### src/rtl/sslane_pkg.sv
package sslane_pkg;
  localparam int SEC_W   = 4;
  localparam int MAG_W   = SEC_W - 1;
  localparam int MAG_MAX = 5;

  typedef struct packed {
    logic             neg;
    logic [MAG_W-1:0] mag;
  } secret_t;
endpackage

### src/rtl/sslane_term.sv
module sslane_term
  import sslane_pkg::*;
#(
  parameter int W = 13
) (
  input  logic [W-1:0] pub,
  input  secret_t      sec,
  output logic [W-1:0] term
);
  logic [W-1:0] x1, x2, x4, mag_prod;

  assign x1 = pub;
  assign x2 = {pub[W-2:0], 1'b0};
  assign x4 = {pub[W-3:0], 2'b00};

  always_comb begin
    case (sec.mag)
      3'd1:    mag_prod = x1;
      3'd2:    mag_prod = x2;
      3'd3:    mag_prod = x1 + x2;
      3'd4:    mag_prod = x4;
      3'd5:    mag_prod = x1 + x4;
      default: mag_prod = '0;
    endcase
  end

  // two's-complement negate; a zero product stays zero
  assign term = sec.neg ? ((~mag_prod) + {{(W-1){1'b0}}, 1'b1}) : mag_prod;
endmodule

### src/rtl/sslane_sum.sv
module sslane_sum #(
  parameter int W = 13
) (
  input  logic [W-1:0] acc,
  input  logic [W-1:0] t0,
  input  logic [W-1:0] t1,
  input  logic         use_t1,
  output logic [W-1:0] sum
);
  logic [W-1:0] t1_gated;

  assign t1_gated = use_t1 ? t1 : '0;
  assign sum      = acc + t0 + t1_gated;
endmodule

### src/rtl/small_secret_mac_lane.sv
module small_secret_mac_lane
  import sslane_pkg::*;
#(
  parameter int Q_W     = 13,
  parameter bit REG_OUT = 1'b1
) (
  input  logic             clk,
  input  logic             rst_n,
  input  logic             en,
  input  logic             dual_en,
  input  logic [Q_W-1:0]   pub0,
  input  logic [SEC_W-1:0] sec0,
  input  logic [Q_W-1:0]   pub1,
  input  logic [SEC_W-1:0] sec1,
  input  logic [Q_W-1:0]   acc_in,
  output logic [Q_W-1:0]   acc_out
);
  localparam int N_TERMS = 2;

  logic [Q_W-1:0]   pub_arr  [N_TERMS];
  logic [SEC_W-1:0] sec_arr  [N_TERMS];
  logic [Q_W-1:0]   term_arr [N_TERMS];
  logic [Q_W-1:0]   acc_nxt;

  assign pub_arr[0] = pub0;
  assign pub_arr[1] = pub1;
  assign sec_arr[0] = sec0;
  assign sec_arr[1] = sec1;

  for (genvar k = 0; k < N_TERMS; k++) begin : g_term
    sslane_term #(.W(Q_W)) u_term (
      .pub  (pub_arr[k]),
      .sec  (secret_t'(sec_arr[k])),
      .term (term_arr[k])
    );
  end

  sslane_sum #(.W(Q_W)) u_sum (
    .acc    (acc_in),
    .t0     (term_arr[0]),
    .t1     (term_arr[1]),
    .use_t1 (dual_en),
    .sum    (acc_nxt)
  );

  if (REG_OUT) begin : g_reg
    logic [Q_W-1:0] acc_q, acc_d;

    always_comb begin
      acc_d = acc_q;
      if (en) acc_d = acc_nxt;
    end

    always_ff @(posedge clk or negedge rst_n) begin
      if (!rst_n) acc_q <= '0;
      else        acc_q <= acc_d;
    end

    assign acc_out = acc_q;
  end else begin : g_comb
    assign acc_out = acc_nxt;
  end
endmodule

### config.mk
export PLATFORM = sky130hd
export DESIGN_NAME = small_secret_mac_lane
export DESIGN_NICKNAME = d
export VERILOG_FILES = /design/src/rtl/sslane_pkg.sv /design/src/rtl/sslane_term.sv /design/src/rtl/sslane_sum.sv /design/src/rtl/small_secret_mac_lane.sv
export SDC_FILE = /design/constraint.sdc
export NUM_CORES = 1
export LEC_CHECK = 0
export ABC_AREA = 0
export BUFFER_PORTS_ARGS = -buffer_cell sky130_fd_sc_hd__buf_2
export CAP_MARGIN = 0
export CORE_UTILIZATION = 45
export DETAILED_ROUTE_END_ITERATION = 16
export HOLD_SLACK_MARGIN = 0.02
export PLACE_DENSITY_LB_ADDON = 0.12
export SETUP_SLACK_MARGIN = 0.05
export SLEW_MARGIN = 5
export SYNTH_ARGS = -nofsm -noshare
export SYNTH_HDL_FRONTEND = slang
export SYNTH_SLANG_ARGS = --single-unit
export TNS_END_PERCENT = 10
### constraint.sdc
create_clock -name clk -period 0.93 [get_ports clk]
set_input_delay 0.186 -clock clk [delete_from_list [all_inputs] [get_ports clk]]
set_output_delay 0.186 -clock clk [all_outputs]
set_load 0.03 [all_outputs]
=== Yosys cells after proc, flatten, opt, wreduce, memory -nomap -nowiden ===
Cells that the tools add are included.
Widths: inputs -> output; s select.

* Flip-flop bits (word level): 13
* Bits of input ports: 51
* Logic and storage cells: 26

* Add/subtract/negate cells: 8
* Eq/ne operators: 10
* Multiplexer cells: 5
* Bitwise operators: 2

{| class="wikitable"
|+ Operators with widths
! kind !! number
|-
| $pmux 13 s5 || 2
|-
| $add 13x13->13 || 6
|-
| $mux 13 || 3
|-
| $add 13x1->13 const B || 2
|-
| $not 13->13 || 2
|-
| $eq 3x2->1 const B || 4
|-
| $eq 3x3->1 const B || 4
|-
| $eq 3x1->1 const B || 2
|}

=== Depth between registers and ports, before layout ===
* Word-level depth: 7
* Depth in mapped cells: 24

=== Hierarchy ===
From an unflattened synthesis, not the netlist that was laid out.

* Cell total of the unflattened synthesis: 645
* Area, all modules: 5158.7 µm²

{| class="wikitable"
|+ By module, submodules not included
! module !! instances !! cells each !! area each (µm²) !! seq. area each (µm²)
|-
| sslane_term at g_term[0].u_term || 1 || 279 || 1971.9 || 0.0
|-
| sslane_term at g_term[1].u_term || 1 || 230 || 1752.9 || 0.0
|-
| sslane_sum || 1 || 109 || 913.4 || 0.0
|-
| small_secret_mac_lane || 1 || 27 || 520.5 || 325.3
|}

=== Least setup slack after synthesis ===
OpenSTA, ideal clock, no wires.

* Path kind: input -> register
* Start point: input port pub1[0]
* End point: register g_reg.acc_q[12] (netlist: acc_out[12])
* Arrival time: 4.400 ns
* Slack: -3.540 ns
* Cell stages on the path: 20
* Buffers on the path: 0
* Path through: ha_1 -> fa_1 -> a21o_1 -> a211oi_1 -> nor3_1 -> or3_1 -> or3_1 -> nor4_2 -> nor3_1 -> nand3b_1 -> fa_1 -> inv_1 -> ha_1 -> or2_2 -> a21oi_1 -> a21oi_1 -> xnor2_1 -> a31o_1 -> a211oi_1 -> nand3b_1

* Word-level cells in the longest chain between the ends: 7
* Elaborated cells on any way between the ends: 8
* Classes of those cells: add/sub (4); mux (3); bitwise (1)

{| class="wikitable"
|+ Ends and longest elaborated chain
! what !! RTL line !! source
|-
| start, declared || small_secret_mac_lane.sv:13 || <nowiki>input logic [Q_W-1:0] pub1,</nowiki>
|-
| $add 13x13->13 (on tied branches) || sslane_term.sv:22, sslane_term.sv:20 ||
|-
| $pmux 13 s5 (*) || sslane_term.sv:17 || <nowiki>case (sec.mag)</nowiki>
|-
| $not 13->13 || sslane_term.sv:28 || <nowiki>assign term = sec.neg ? ((~mag_prod) + {{(W-1){1'b0}}, 1'b1}) : mag_prod;</nowiki>
|-
| $add 13x1->13 || sslane_term.sv:28 ||
|-
| $mux 13 (*) || sslane_term.sv:28 ||
|-
| $mux 13 (*) || sslane_sum.sv:12 || <nowiki>assign t1_gated = use_t1 ? t1 : '0;</nowiki>
|-
| $add 13x13->13 (*) || sslane_sum.sv:13 || <nowiki>assign sum = acc + t0 + t1_gated;</nowiki>
|-
| end signal, assigned || small_secret_mac_lane.sv:55 || <nowiki>if (!rst_n) acc_q <= '0;</nowiki>
|-
| end signal, assigned || small_secret_mac_lane.sv:56 || <nowiki>else acc_q <= acc_d;</nowiki>
|-
| end, declared || small_secret_mac_lane.sv:47 || <nowiki>logic [Q_W-1:0] acc_q, acc_d;</nowiki>
|}

Mark *: on every way between the ends. The rest lies on a longest branch, timed or not.
A chain may end at the register's enable or synchronous reset.

=== Worst setup path after layout ===
Same ends and word-level chain as after synthesis.

==> out/metrics.cfg <==
[power_and_ir_drop]
power_leakage_nw=3.57
comb_power_share_pct=84.6
ir_drop_uv=1820
p_sw_mw=4.38
internal_power_mw=5.47
p_clk_share_pct=4.9
sequentialPowerShare_pct=10.5
total_power_mw=9.85
switching_share_pct=44.4
p_per_area_mw_per_mm2=1320

[clock_tree]
cts.sinks=13
cts-buffers-inserted=3
clkTransAtPathRegs_ns=0.05
root_buffer=clkbuf_8
cts_max_level=1
cts_buffer_depth=2
cts_tree=done
clk_latency_ns=0.23

[critical_path]
reg2reg_from=acc_out[6]
reg2reg_depth=1
startpoint=pub1[0]
worstSetupStartpointType=input port
slowest_delay_ns=0.45
crit_chain=buf_6, ha_4, fa_2, a21o_1, a211oi_2, nor3_1, or3_1, or3_4, nor4_4, buf_4, o21ai_0, nand3b_1, fa_1, inv_2, ha_4, or2_4, a21oi_2, a21oi_2, xnor2_1, a31o_1, a211oi_2, nand3b_1
cp-end-kind=flip-flop
cpLargestDelayFamily=simple AND/OR/NAND/NOR gates
worstSetupPathDepth=22
slowest_stage=fa_1
critPathKind=in -> reg
crit_path_max_fanout=3
timing.rr.end=acc_out[6]
crit_path_end=acc_out[12]
crit_arrival_ns=4.41
crit_buf_inv=3
r2r_slack_ns=0.17
critPathRequiredTime_ns=1.10

[timing]
holdWs_ns=0.352
min_period_ns=4.24
worst_slew_pin_slew_ns=0.586
final.setup.worst_slack_ns=-3.31
finalClockSkew_ns=0
maxSlewViolCount=0
maxSlewHeadroom_pct=60.8
rsz0062_at_grt=yes
setup_violations=26
finalCritPeriodShare_pct=456
max_freq_ghz=0.236
finalHoldViolCount=0

[logic_synthesis]
netlist_top_cells_area=ha_1 (14%), fa_1 (6.9%), dfrtp_1 (6.6%)
synthFlopType=dfrtp_1
yosys_warnings=0
synth_edf_count=0
netlist_instances=643
yosysTopAreaCell=ha_1
avgSynthCellArea_sq_um=7.70
yosysSeqAreaShare_pct=6.57
syn-num-nets=766
synth-seq-cells=13
syn_area_sq_mm=0.00495
yosysUniqueCellTypes=90
synthArstFlopShare_pct=100
synth.top_cell.area_share_pct=13.9

[finish]
fill_cells=824
largest_register_ffs=13
drive_gt1_share_pct=42.1
final_common_cell=buf_4
finalNetCount=1034
final_cell_mix=buf_4 (215), nand2_1 (60), inv_1 (50)
area.growth.synth_to_final_pct=51.3
diodes=0

[die]
dieArea_sq_mm=0.0114
start_util_pct=47.1
rows=37
die_h_microns=107
die_x_microns=107
io_pins=64
core-area_sq_mm=0.0105

[grt]
grt_max_degree=14
grt.overflow.total=0
antenna_found_initial=0
grt_pass1_wl_mm=26.2
grt_pass1_vias=5744
grt_util_all_layers_pct=27.4

[status]
violations=setup timing
outcome=finished, violations left

[hold_path]
hp-class=in -> reg

[detailed_routing]
initialDrtViolationCount=276
wl_per_cell_microns=14.8
firstDrtPassIters=5
ant_nets=0
wl_mm=15.4
post-route-drc-count=0
vias_per_cell=5.61
vias=5869

[placed_design]
detailedPlace.worstSlack_ns=-3.76
place_hpwl_mm=12.5
gp_congestion=0.877
portBuffers=63

[job]
maxCapViolCount=0

[power groups by stage]
stage | clock, mW | combinational [mW] | sequential (mW)
after CTS | 0.490 | 8.00 | 1.02
after global routing | 0.519 | 9.05 | 1.06
after floorplan | 0 | 3.72 | 1.48
final | 0.480 | 8.33 | 1.03
after global placement | 0 | 6.74 | 0.954
after detailed placement | 0 | 6.92 | 0.964
[per-stage QoR]
stage	area (sq um)	TNS, ns	std cells	utilization [%]
after floorplan	5030	-31.39	643	-
after global placement	6940	-35.92	1029	66.1
after detailed placement	6940	-36.63	1029	66.1
after CTS	7410	-32.43	1044	70.5
after global routing	7490	-35.02	1046	71.2
final	7490	-32.96	1046	71.2
[worst min-delay path by stage]
stage / start / to / slack, ns / depth (start not counted)
3_3_place_gp: rst_n / acc_out[4] / 0.08 / 1
4_1_cts: en / acc_out[4] / 0.35 / 3
6_report: en / acc_out[1] / 0.35 / 3
5_1_grt: en / acc_out[1] / 0.37 / 3
3_5_place_dp: rst_n / acc_out[3] / 0.08 / 1
2_1_floorplan: rst_n / acc_out[0] / -0.11 / 0
[tightest hold or removal path, stage by stage]
cell and delay, ns:
buf_2 0.08, buf_4 0.14, mux2_2 0.15
[final cells by class]
cell class              count  area [sq um]  share of cell area (%)
flip-flops and latches     13           325                    4.34
multi-input cells         555          4630                    61.8
inverters                  53           199                    2.66
clock buffers               4          45.0                   0.602
well taps                 136           170                    2.27
repair buffers            285          2120                    28.3
[synthesized netlist by cell type (all sizes together) (3+ instances only)]
cell type   n
nand2      61
ha         55
inv        53
o21ai      52
a21oi      33
xnor2      31
nor2       27
a211oi     18
nor3       18
fa         17
nand3      17
buf        16
xor2       14
a22oi      13
dfrtp      13
nor2b      13
mux2       11
mux2i      11
a21o       10
o21a       10
nand2b      9
and3b       8
or3         8
a21boi      7
a31oi       7
nand3b      7
a221oi      6
and2        6
clkbuf      6
nor3b       6
o31ai       6
o211ai      5
o22ai       5
a22o        4
a311oi      4
and3        4
nand4       4
o2111ai     4
o21bai      4
a211o       3
a31o        3
a32oi       3
or2         3
[routing by layer]
metal	track usage (%)	vias up	wire, microns
met1	36.3	2779	7060
met4	4.31	0	176
met2	50.0	146	7630
li1	-	2928	-
met3	1.03	16	584
met5	0	-	0
[kinds of logic after synthesis]
family | after synthesis | share of synthesized area [%]
xor+xnor | 45 | 7.96
fa+ha+maj | 72 | 20.8
compound gates | 215 | 31.0
buf+inv | 75 | 6.93
flops | 13 | 6.57
simple gates | 201 | 21.9
mux | 22 | 4.80
[timing repair]
| action | in CTS | in global routing |
|---|---|---|
| pin swaps | 43 | 13 |
| hold buffers | 1 | 0 |
| buffers inserted | 10 | 2 |
| setup endpoints to repair | 26 | 26 |
| resized for setup | 92 | 15 |
| hold endpoints to repair | 13 | 0 |
Note: power is estimated with default switching activity, not from simulation.
